### config.mk
export PLATFORM = sky130hd
export DESIGN_NAME = eeprom_id_loader
export DESIGN_NICKNAME = d
export VERILOG_FILES = /design/src/rtl/eeld_pkg.sv /design/src/rtl/eeld_control.sv /design/src/rtl/eeld_datapath.sv /design/src/rtl/eeprom_id_loader.sv
export SDC_FILE = /design/constraint.sdc
export NUM_CORES = 1
export LEC_CHECK = 0
export ABC_CLOCK_PERIOD_IN_PS = 2850
export BUFFER_PORTS_ARGS = -buffer_cell sky130_fd_sc_hd__buf_4
export CORE_MARGIN = 2
export CORE_UTILIZATION = 53
export CTS_BUF_LIST = sky130_fd_sc_hd__clkbuf_4
export CTS_CLUSTER_DIAMETER = 200
export DETAILED_ROUTE_END_ITERATION = 16
export GPL_TIMING_DRIVEN = 0
export PLACE_DENSITY = 0.76
export REMOVE_ABC_BUFFERS = 1
export SLEW_MARGIN = 10
export SYNTH_ARGS = -nofsm -noshare
export SYNTH_HDL_FRONTEND = slang
export SYNTH_SLANG_ARGS = --single-unit
### constraint.sdc
create_clock -name clk -period 2.85 [get_ports clk]
set_input_delay 0.285 -clock clk [delete_from_list [all_inputs] [get_ports clk]]
set_output_delay 0.285 -clock clk [all_outputs]
set_load 0.005 [all_outputs]
### src/rtl/eeld_pkg.sv
package eeld_pkg;

  typedef enum logic [1:0] {
    ST_SENSE  = 2'd0,
    ST_LOAD   = 2'd1,
    ST_MANUAL = 2'd2
  } ldState_e;

  // Strobes from control to datapath
  typedef struct packed {
    logic divRun;
    logic csAct;
    logic clkGate;
    logic cmdPhase;
    logic cmdLoad;
    logic cmdStep;
    logic dataSample;
    logic wordStore;
    logic manualOwn;
  } ldStrobe_t;

  // start bit, then read opcode
  localparam logic [2:0] READ_PREFIX = 3'b110;

endpackage

### src/rtl/eeld_control.sv
module eeld_control
  import eeld_pkg::*;
#(
  parameter int NUM_WORDS    = 4,
  parameter int ADDR_W       = 6,
  parameter int WORD_W       = 16,
  parameter int SENSE_CYCLES = 16,
  localparam int WIDX_W      = (NUM_WORDS > 1) ? $clog2(NUM_WORDS) : 1
) (
  input  logic              clk,
  input  logic              rstN,
  input  logic              tickRise,
  input  logic              tickEnd,
  input  logic              csSense,
  output ldStrobe_t         ctl,
  output logic [WIDX_W-1:0] wordIdx,
  output logic              loadDone,
  output logic              csOe
);

  localparam int CMD_BITS   = 3 + ADDR_W;
  localparam int FIRST_DATA = CMD_BITS + 1;
  localparam int LAST_DATA  = CMD_BITS + WORD_W;
  localparam int GAP_SLOT   = LAST_DATA + 1;
  localparam int SLOT_W     = $clog2(GAP_SLOT + 1);
  localparam int SENSE_W    = $clog2(SENSE_CYCLES + 1);

  ldState_e           state;
  logic [SLOT_W-1:0]  slotIdx;
  logic [SENSE_W-1:0] senseCnt;
  logic               inLoad;
  logic               lastWord;

  assign inLoad   = (state == ST_LOAD);
  assign lastWord = (wordIdx == WIDX_W'(NUM_WORDS - 1));

  always_ff @(posedge clk or negedge rstN) begin
    if (!rstN) begin
      state    <= ST_SENSE;
      slotIdx  <= '0;
      wordIdx  <= '0;
      senseCnt <= '0;
    end else begin
      unique case (state)
        ST_SENSE: begin
          if (senseCnt == SENSE_W'(SENSE_CYCLES - 1)) begin
            state <= csSense ? ST_LOAD : ST_MANUAL;
          end else begin
            senseCnt <= senseCnt + 1'b1;
          end
        end
        ST_LOAD: begin
          if (tickEnd) begin
            if (slotIdx == SLOT_W'(GAP_SLOT)) begin
              slotIdx <= '0;
              if (lastWord) state <= ST_MANUAL;
              else          wordIdx <= wordIdx + 1'b1;
            end else begin
              slotIdx <= slotIdx + 1'b1;
            end
          end
        end
        default: state <= ST_MANUAL;
      endcase
    end
  end

  always_comb begin
    ctl            = '0;
    ctl.divRun     = inLoad;
    ctl.csAct      = inLoad && (slotIdx != SLOT_W'(GAP_SLOT));
    ctl.clkGate    = inLoad && (slotIdx >= SLOT_W'(1)) && (slotIdx <= SLOT_W'(LAST_DATA));
    ctl.cmdPhase   = inLoad && (slotIdx >= SLOT_W'(1)) && (slotIdx <= SLOT_W'(CMD_BITS));
    ctl.cmdLoad    = inLoad && tickEnd && (slotIdx == '0);
    ctl.cmdStep    = inLoad && tickEnd && (slotIdx >= SLOT_W'(1)) && (slotIdx < SLOT_W'(CMD_BITS));
    ctl.dataSample = inLoad && tickRise && (slotIdx >= SLOT_W'(FIRST_DATA)) &&
                     (slotIdx <= SLOT_W'(LAST_DATA));
    ctl.wordStore  = inLoad && tickEnd && (slotIdx == SLOT_W'(LAST_DATA));
    ctl.manualOwn  = (state == ST_MANUAL);
  end

  assign loadDone = ctl.manualOwn;
  assign csOe     = (state != ST_SENSE);

  // completion is sticky until reset
  p_done_sticky_r8: assert property (@(posedge clk) disable iff (!rstN)
    loadDone |=> loadDone);

  // slot position only advances on a serial period boundary
  p_slot_on_tick_r7: assert property (@(posedge clk) disable iff (!rstN)
    !$stable(slotIdx) |-> $past(tickEnd));

  // word address only moves at the end of a frame gap
  p_word_step_r4: assert property (@(posedge clk) disable iff (!rstN)
    !$stable(wordIdx) |-> ($past(slotIdx) == SLOT_W'(GAP_SLOT)));

endmodule

### src/rtl/eeld_datapath.sv
module eeld_datapath
  import eeld_pkg::*;
#(
  parameter int CLK_DIV                       = 256,
  parameter int NUM_WORDS                     = 4,
  parameter int ADDR_W                        = 6,
  parameter int WORD_W                        = 16,
  parameter logic [NUM_WORDS*WORD_W-1:0] DEFAULT_IDS = '0,
  localparam int WIDX_W = (NUM_WORDS > 1) ? $clog2(NUM_WORDS) : 1
) (
  input  logic                          clk,
  input  logic                          rstN,
  input  ldStrobe_t                     ctl,
  input  logic [WIDX_W-1:0]             wordIdx,
  input  logic                          eeDout,
  input  logic                          manWrEn,
  input  logic [2:0]                    manWrData,
  output logic                          tickRise,
  output logic                          tickEnd,
  output logic                          eeCsOut,
  output logic                          eeSclk,
  output logic                          eeDin,
  output logic [3:0]                    manRdData,
  output logic [NUM_WORDS*WORD_W-1:0]   idWords
);

  localparam int DIV_W    = $clog2(CLK_DIV);
  localparam int HALF     = CLK_DIV / 2;
  localparam int CMD_BITS = 3 + ADDR_W;

  logic [DIV_W-1:0]    divCnt;
  logic                sclkQ;
  logic [CMD_BITS-1:0] cmdReg;
  logic [WORD_W-1:0]   dataReg;
  logic [2:0]          manReg;   // {din, sclk, cs}

  // Serial clock divider
  assign tickRise = ctl.divRun && (divCnt == DIV_W'(HALF - 1));
  assign tickEnd  = ctl.divRun && (divCnt == DIV_W'(CLK_DIV - 1));

  always_ff @(posedge clk or negedge rstN) begin
    if (!rstN)              divCnt <= '0;
    else if (!ctl.divRun)   divCnt <= '0;
    else if (tickEnd)       divCnt <= '0;
    else                    divCnt <= divCnt + 1'b1;
  end

  always_ff @(posedge clk or negedge rstN) begin
    if (!rstN)                          sclkQ <= 1'b0;
    else if (!ctl.divRun || tickEnd)    sclkQ <= 1'b0;
    else if (tickRise && ctl.clkGate)   sclkQ <= 1'b1;
  end

  // Command shifter
  always_ff @(posedge clk or negedge rstN) begin
    if (!rstN)            cmdReg <= '0;
    else if (ctl.cmdLoad) cmdReg <= {READ_PREFIX, ADDR_W'(wordIdx)};
    else if (ctl.cmdStep) cmdReg <= {cmdReg[CMD_BITS-2:0], 1'b0};
  end

  // Data shifter, MSB first
  always_ff @(posedge clk or negedge rstN) begin
    if (!rstN)               dataReg <= '0;
    else if (ctl.dataSample) dataReg <= {dataReg[WORD_W-2:0], eeDout};
  end

  // Identification word storage
  for (genvar k = 0; k < NUM_WORDS; k++) begin : g_word
    logic [WORD_W-1:0] wordQ;
    always_ff @(posedge clk or negedge rstN) begin
      if (!rstN) wordQ <= DEFAULT_IDS[k*WORD_W +: WORD_W];
      else if (ctl.wordStore && (wordIdx == WIDX_W'(k))) wordQ <= dataReg;
    end
    assign idWords[k*WORD_W +: WORD_W] = wordQ;
  end

  // Manual pin register
  always_ff @(posedge clk or negedge rstN) begin
    if (!rstN)                           manReg <= '0;
    else if (ctl.manualOwn && manWrEn)   manReg <= manWrData;
  end

  assign eeCsOut   = ctl.manualOwn ? manReg[0] : ctl.csAct;
  assign eeSclk    = ctl.manualOwn ? manReg[1] : sclkQ;
  assign eeDin     = ctl.manualOwn ? manReg[2] : (ctl.cmdPhase & cmdReg[CMD_BITS-1]);
  assign manRdData = {eeDout, manReg};

  // automatic serial clock only pulses inside a chip-select frame
  p_sclk_in_frame_r7: assert property (@(posedge clk) disable iff (!rstN)
    (!ctl.manualOwn && sclkQ) |-> ctl.csAct);

  // rising serial edge lands at the half-period point
  p_sclk_half_r3: assert property (@(posedge clk) disable iff (!rstN)
    ($rose(sclkQ) && !ctl.manualOwn) |-> (divCnt == DIV_W'(HALF)));

  // words are frozen once software owns the pins
  p_ids_frozen_r6: assert property (@(posedge clk) disable iff (!rstN)
    ctl.manualOwn |=> $stable(idWords));

  // manual register untouched before the load completes
  p_manual_idle_r10: assert property (@(posedge clk) disable iff (!rstN)
    !ctl.manualOwn |-> (manReg == 3'b000));

endmodule

### src/rtl/eeprom_id_loader.sv
module eeprom_id_loader
  import eeld_pkg::*;
#(
  parameter int CLK_DIV      = 256,
  parameter int NUM_WORDS    = 4,
  parameter int ADDR_W       = 6,
  parameter int WORD_W       = 16,
  parameter int SENSE_CYCLES = 16,
  parameter logic [NUM_WORDS*WORD_W-1:0] DEFAULT_IDS = 64'h0000_0000_1D2E_7A31
) (
  input  logic                        clk,
  input  logic                        rstN,
  output logic                        eeCsOut,
  output logic                        eeCsOe,
  input  logic                        eeCsSense,
  output logic                        eeSclk,
  output logic                        eeDin,
  input  logic                        eeDout,
  input  logic                        manWrEn,
  input  logic [2:0]                  manWrData,
  output logic [3:0]                  manRdData,
  input  logic                        cfgRdReq,
  output logic                        cfgRetry,
  output logic                        loadDone,
  output logic [NUM_WORDS*WORD_W-1:0] idWords
);

  localparam int WIDX_W = (NUM_WORDS > 1) ? $clog2(NUM_WORDS) : 1;

  ldStrobe_t         ctl;
  logic [WIDX_W-1:0] wordIdx;
  logic              tickRise;
  logic              tickEnd;

  eeld_control #(
    .NUM_WORDS(NUM_WORDS), .ADDR_W(ADDR_W), .WORD_W(WORD_W), .SENSE_CYCLES(SENSE_CYCLES)
  ) u_ctrl (
    .clk(clk), .rstN(rstN), .tickRise(tickRise), .tickEnd(tickEnd),
    .csSense(eeCsSense), .ctl(ctl), .wordIdx(wordIdx),
    .loadDone(loadDone), .csOe(eeCsOe)
  );

  eeld_datapath #(
    .CLK_DIV(CLK_DIV), .NUM_WORDS(NUM_WORDS), .ADDR_W(ADDR_W), .WORD_W(WORD_W),
    .DEFAULT_IDS(DEFAULT_IDS)
  ) u_dp (
    .clk(clk), .rstN(rstN), .ctl(ctl), .wordIdx(wordIdx), .eeDout(eeDout),
    .manWrEn(manWrEn), .manWrData(manWrData), .tickRise(tickRise), .tickEnd(tickEnd),
    .eeCsOut(eeCsOut), .eeSclk(eeSclk), .eeDin(eeDin), .manRdData(manRdData),
    .idWords(idWords)
  );

  assign cfgRetry = cfgRdReq & ~loadDone;

endmodule

## After elaboration in Yosys (flattened, before gate mapping)

Index checks and enable logic that the tools add are counted.

| word-level totals | value |
|---|---|
| output and inout bits | 74 |
| register bits | 115 |
| input bits | 9 |

| cells by class | value |
|---|---|
| add/sub/neg operators | 4 |
| mux-type cells | 16 |
| reductions and logical operators | 32 |
| bitwise operators | 5 |
| equal/unequal tests | 15 |
| order comparisons | 5 |

Operator list:

| kind | count |
|---|---|
| $logic_and 1x1->1 | 20 |
| $mux 9 | 2 |
| $mux 8 | 2 |
| $add 5x1->5 const B | 2 |
| $eq 5x5->1 const B | 2 |
| $mux 2 | 5 |
| $add 8x1->8 const B | 1 |
| $eq 8x7->1 const B | 1 |
| $eq 8x8->1 const B | 1 |
| $reduce_and 4->1 | 2 |
| $eq 2x2->1 const B | 3 |
| $reduce_bool 2->1 | 3 |
| $eq 5x4->1 const B | 1 |
| $ge 5x1->1 const B | 1 |
| $ge 5x4->1 const B | 1 |
| $le 5x4->1 const B | 1 |
| $le 5x5->1 const B | 1 |
| $logic_not 5->1 | 1 |
| $lt 5x4->1 const B | 1 |
| $mux 1 | 5 |
| $mux 5 | 1 |
| $ne 5x5->1 const B | 1 |
| $eq 2x1->1 const B | 2 |
| $logic_not 2->1 | 2 |
| other kinds (9) | 15 |

## Logic depth before layout (Yosys ltp)

| depth | value |
|---|---|
| depth after elaboration | 7 |
| depth in mapped cells | 7 |
| gate-level depth less buffers | 6 |

## Modules after synthesis

Synthesis repeated with hierarchy kept, for this count alone.

| second synthesis, totals | value |
|---|---|
| cell total of the unflattened synthesis | 353 |
| area, all modules | 4941.0 µm² |

Modules (own cells, without submodules):

| module | cells an instance | area each (µm²) | sequential area each (µm²) | times used |
|---|---|---|---|---|
| eeld_datapath | 258 | 3982.6 | 2547.4 | 1 |
| eeld_control | 94 | 944.7 | 350.3 | 1 |
| eeprom_id_loader | 1 | 13.8 | 0.0 | 1 |

## Least setup slack after synthesis

OpenSTA, ideal clock, no wires.

| timing path | value |
|---|---|
| kind | reg2reg |
| start point | register u_dp.divCnt[0] |
| end point | register u_dp.dataReg[10] |
| setup slack | 633 ps |
| path buffers | 1 |
| arrival time | 2093 ps |
| cell stages (with the launch flop) | 7 |
| library setup time | 125 ps |
| cell sequence | dfrtp_1 -> ha_1 -> nand4_2 -> or4_4 -> a211oi_4 -> buf_6 -> mux2_2 |

| on the way | value |
|---|---|
| word-level cells in the longest chain between the ends | 5 |

RTL lines:

| element | RTL line | source |
|---|---|---|
| start: declaration | eeld_datapath.sv:31 | `logic [DIV_W-1:0] divCnt;` |
| start signal: assignment | eeld_datapath.sv:45 | `else divCnt <= divCnt + 1'b1;` |
| $eq 8x7->1 | eeld_datapath.sv:38 | `assign tickRise = ctl.divRun && (divCnt == DIV_W'(HALF - 1));` |
| $logic_and 1x1->1 | eeld_datapath.sv:38 |  |
| $logic_and 1x1->1 (3 in series) | eeld_control.sv:76 | `ctl.dataSample = inLoad && tickRise && (slotIdx >= SLOT_W'(FIRST_DATA)) &&` |
| end signal: assignment | eeld_datapath.sv:64 | `else if (ctl.dataSample) dataReg <= {dataReg[WORD_W-2:0], eeDout};` |
| end: declaration | eeld_datapath.sv:34 | `logic [WORD_W-1:0] dataReg;` |

No other way between the ends.
A chain may end at the register's enable or synchronous reset.

## Final worst setup path

| timing path | value |
|---|---|
| start point | register u_dp.divCnt[0] |
| end point | register u_dp.g_word[2].wordQ[0] |

| on the way | value |
|---|---|
| word-level cells in the longest chain between the ends | 5 |

RTL lines:

| element | RTL line | source |
|---|---|---|
| $eq 8x8->1 | eeld_datapath.sv:39 | `assign tickEnd = ctl.divRun && (divCnt == DIV_W'(CLK_DIV - 1));` |
| $logic_and 1x1->1 | eeld_datapath.sv:39 |  |
| $logic_and 1x1->1 (2 in series) | eeld_control.sv:78 | `ctl.wordStore = inLoad && tickEnd && (slotIdx == SLOT_W'(LAST_DATA));` |
| $logic_and 1x1->1 | eeld_datapath.sv:72 | `else if (ctl.wordStore && (wordIdx == WIDX_W'(k))) wordQ <= dataReg;` |
| end signal: assignment | eeld_datapath.sv:71 | `if (!rstN) wordQ <= DEFAULT_IDS[k*WORD_W +: WORD_W];` |
| end signal: assignment | eeld_datapath.sv:72 |  |
| end: declaration | eeld_datapath.sv:69 | `logic [WORD_W-1:0] wordQ;` |

No other way between the ends.

==> out/metrics.yaml <==
floorplanning:
  initial_core_util_pct: 55.37
  dieHeight_um: 99.92
  io_pins: 83
  rows: 34
  dieWidth_um: 99.92
  core-area_sq_um: 8806
  die_area_sq_um: 9983
yosys:
  yosysUniqueCellTypes: 45
  synth_edf_count: 0
  ys_seq_elements: 115
  synth_warnings: 0
  synth-simple-area-share_pct: 9.212
  yosysTopAreaCellShare_pct: 50.81
  synth_flop_cell: "dfrtp_1"
  synth_xor_area_share_pct: 1.617
  yosysTopAreaCell: "dfrtp_1"
  synth_top_family_by_area: "multiplexers"
  async_reset_ff_share_pct: 100.0
  synth-compound-area-share_pct: 4.876
  synthTopCellsByArea: "dfrtp_1 (51%), mux2_2 (20%), dfstp_2 (8.6%)"
  yosys.area_share.adder_pct: 2.823
  netlist_area_sq_um: 4876
  synthMuxAreaShare_pct: 20.07
  ys_seq_area_share_pct: 59.43
  syn_avg_cell_area_sq_um: 13.40
  synthCells: 364
timing:
  max_slew_margin_pct: 31.26
  max_freq_ghz: 0.3863
  fin_crit_ns: 2.588
  final_max_slew_viol_count: 0
  fin_setup_tns_ns: 0
  setup_violations: 0
  fin_crit_sh_pct: 90.82
  hold_viol: 0
  fin_worst_skew_ns: 0.01618
  worstMarginPinSlew_ns: 1.031
  rsz0062_at_grt: "false"
route:
  wirelength_um: 9580
  drc: 0
  wl_per_cell_um: 16.52
  via_per_inst: 5.545
  ant_nets: 0
  drtPass1Iterations: 4
  drt_iter0_markers: 123
  num_vias: 3216
clock_tree:
  cts_root_buf: "clkbuf_4"
  cts_buffer_depth: 2
  cts.sinks: 115
  clock_latency_ns: 0.52
  clk_pin_slew_ns: 0.11
  cts_buffers: 17
  cts_htree_levels: 4
  post_cts_resized: 0
  tritoncts: "done"
critical_path:
  critical_path_arrival_ns: 2.99
  crit_fanout: 16
  r2r_cells: 5
  cp-end-kind: "flip-flop"
  path_class: "flip-flop to flip-flop"
  critPathRequiredTime_ns: 3.26
  cp-start-kind: "flip-flop"
status:
  status: "complete, no violations"
finish:
  layout-drive-gt1-share_pct: 47.67
  final_cell_mix: "dfrtp_1 (99), mux2_2 (86), buf_4 (81)"
  final_common_cell: "dfrtp_1"
  n_antenna_cell: 0
  areaGrowthSynthToFinish_pct: 22.74
  finish.net_count: 479
  final_util_pct: 67.96
  fill_cells: 653
global_routing:
  grt_pass1_wl_um: 15750
  antenna_found_initial: 0
  grt_pass1_vias: 3197
  track_usage_pct: 20.71
  grt_max_degree: 116
  overflow: 0
placement:
  dp_hpwl_um: 6287
  port_buffers: 82
  gp_congestion: 0.8112
job:
  drv_cap: 0
power:
  vdd_drop_max_v: 0.0003852
  p_leak_nw: 2.978
  cellPowerDensity_nw_per_um2: 516.0
worst_hold_path:
  hold_path.class: "primary input to flip-flop"
  hold_path_depth: 3
==> layer usage <==
| metal | wire length, um | vias to the layer above | share of wire [%] | global-route usage, % |
|---|---|---|---|---|
| met5 | 0 | - | 0 | 0 |
| met4 | 120 | 0 | 1.3 | 9.589 |
| met3 | 365 | 11 | 3.8 | 5.014 |
| met2 | 4666 | 70 | 49 | 32.33 |
| met1 | 4429 | 1637 | 46 | 27.67 |
| li1 | - | 1498 | - | - |
==> worst max-delay path, cell delays in order, from the launching register on <==
cell and delay (ns):
dfrtp_1 0.41, ha_1 0.25, nand4_2 0.22, nor4_2 0.46
nand2_1 0.63, mux2_2 0.50
==> synth_stat cells, drive strengths merged (2+ instances only) <==
cell     n
and3     2
o21ai   18
dfstp   16
mux2    86
nand4    3
dfrtp   99
a21oi    8
or4      2
inv      8
ha      11
a31oi    3
nor2b    6
clkbuf   6
or3      4
nand3   15
and4     2
xnor2    6
xor2     3
nor2    12
nor3     5
nor4b    2
buf      7
nand2   22
a22o     3
nand4b   2
==> stage by stage <==
| step | hold slack (ns) | instances | power [W] | worst slack (ns) | cell area (sq um) |
|---|---|---|---|---|---|
| floorplan | -0.01059 | 351 | 0.001680 | 0.5507 | 4810 |
| global placement | 0.4563 | 541 | 0.001735 | 0.1990 | 5560 |
| detailed placement | 0.4591 | 541 | 0.001737 | 0.1581 | 5564 |
| CTS | 0.001262 | 577 | 0.003115 | 0.1287 | 5939 |
| global route | 0.1923 | 580 | 0.003202 | 0.07927 | 5984 |
| finish | 0.2083 | 580 | 0.003088 | 0.2616 | 5984 |
==> logic make-up after synthesis <==
kind of cell	Yosys count
buffers and inverters	21
muxes	87
xor gates and xnor gates	9
adders and majority gates	11
AOI/OAI and AO/OA	38
DFF	115
and+or+nand+nor	83
==> where the power goes <==
part / switching [W] / internal, W / leakage, nW
Combinational: 0.0000415 / 0.0000293 / 1.27
Sequential: 0.00000374 / 0.00164 / 1.54
Clock: 0.000659 / 0.000718 / 0.170
==> sequential cells by signal, indices dropped and copies added, names as in the netlist <==
register           cells
u_dp.g_word.wordQ     64
u_dp.dataReg          16
u_dp.cmdReg            9
u_dp.divCnt            8
u_ctrl.senseCnt        5
u_ctrl.slotIdx         5
u_dp.manReg            3
u_ctrl.state           2
u_ctrl.wordIdx         2
u_dp.sclkQ             1
==> worst paths after layout <==
check	end	slack [ns]	from
max reg2reg	u_dp.g_word[2].wordQ[0]	0.26	u_dp.divCnt[0]
min in group asynchronous	u_ctrl.senseCnt[0]	0.45	rstN
max in group asynchronous	u_dp.divCnt[4]	1.67	rstN
min	u_dp.manReg[2]	0.21	manWrEn
max	u_dp.g_word[2].wordQ[0]	0.26	u_dp.divCnt[0]
min reg2reg	u_ctrl.senseCnt[3]	0.48	u_ctrl.senseCnt[3]
==> what timing repair did <==
item                                   CTS  global route
endpoints found under the hold margin  102             2
setup buffers                            0             1
setup endpoints to repair                0            12
hold buffers                             4             2
==> layout make-up <==
| class | count | area [sq um] | share of cell area, % |
|---|---|---|---|
| Sequential cell | 115 | 2898 | 48.42 |
| Multi-Input combinational cell | 228 | 1887 | 31.53 |
| Timing Repair Buffer | 89 | 699.4 | 11.69 |
| Clock inverter | 14 | 200.2 | 3.345 |
| Clock buffer | 18 | 135.1 | 2.258 |
| Tap cell | 108 | 135.1 | 2.258 |
| Inverter | 8 | 30.03 | 0.5018 |
Note: power is estimated with default switching activity, not from simulation.
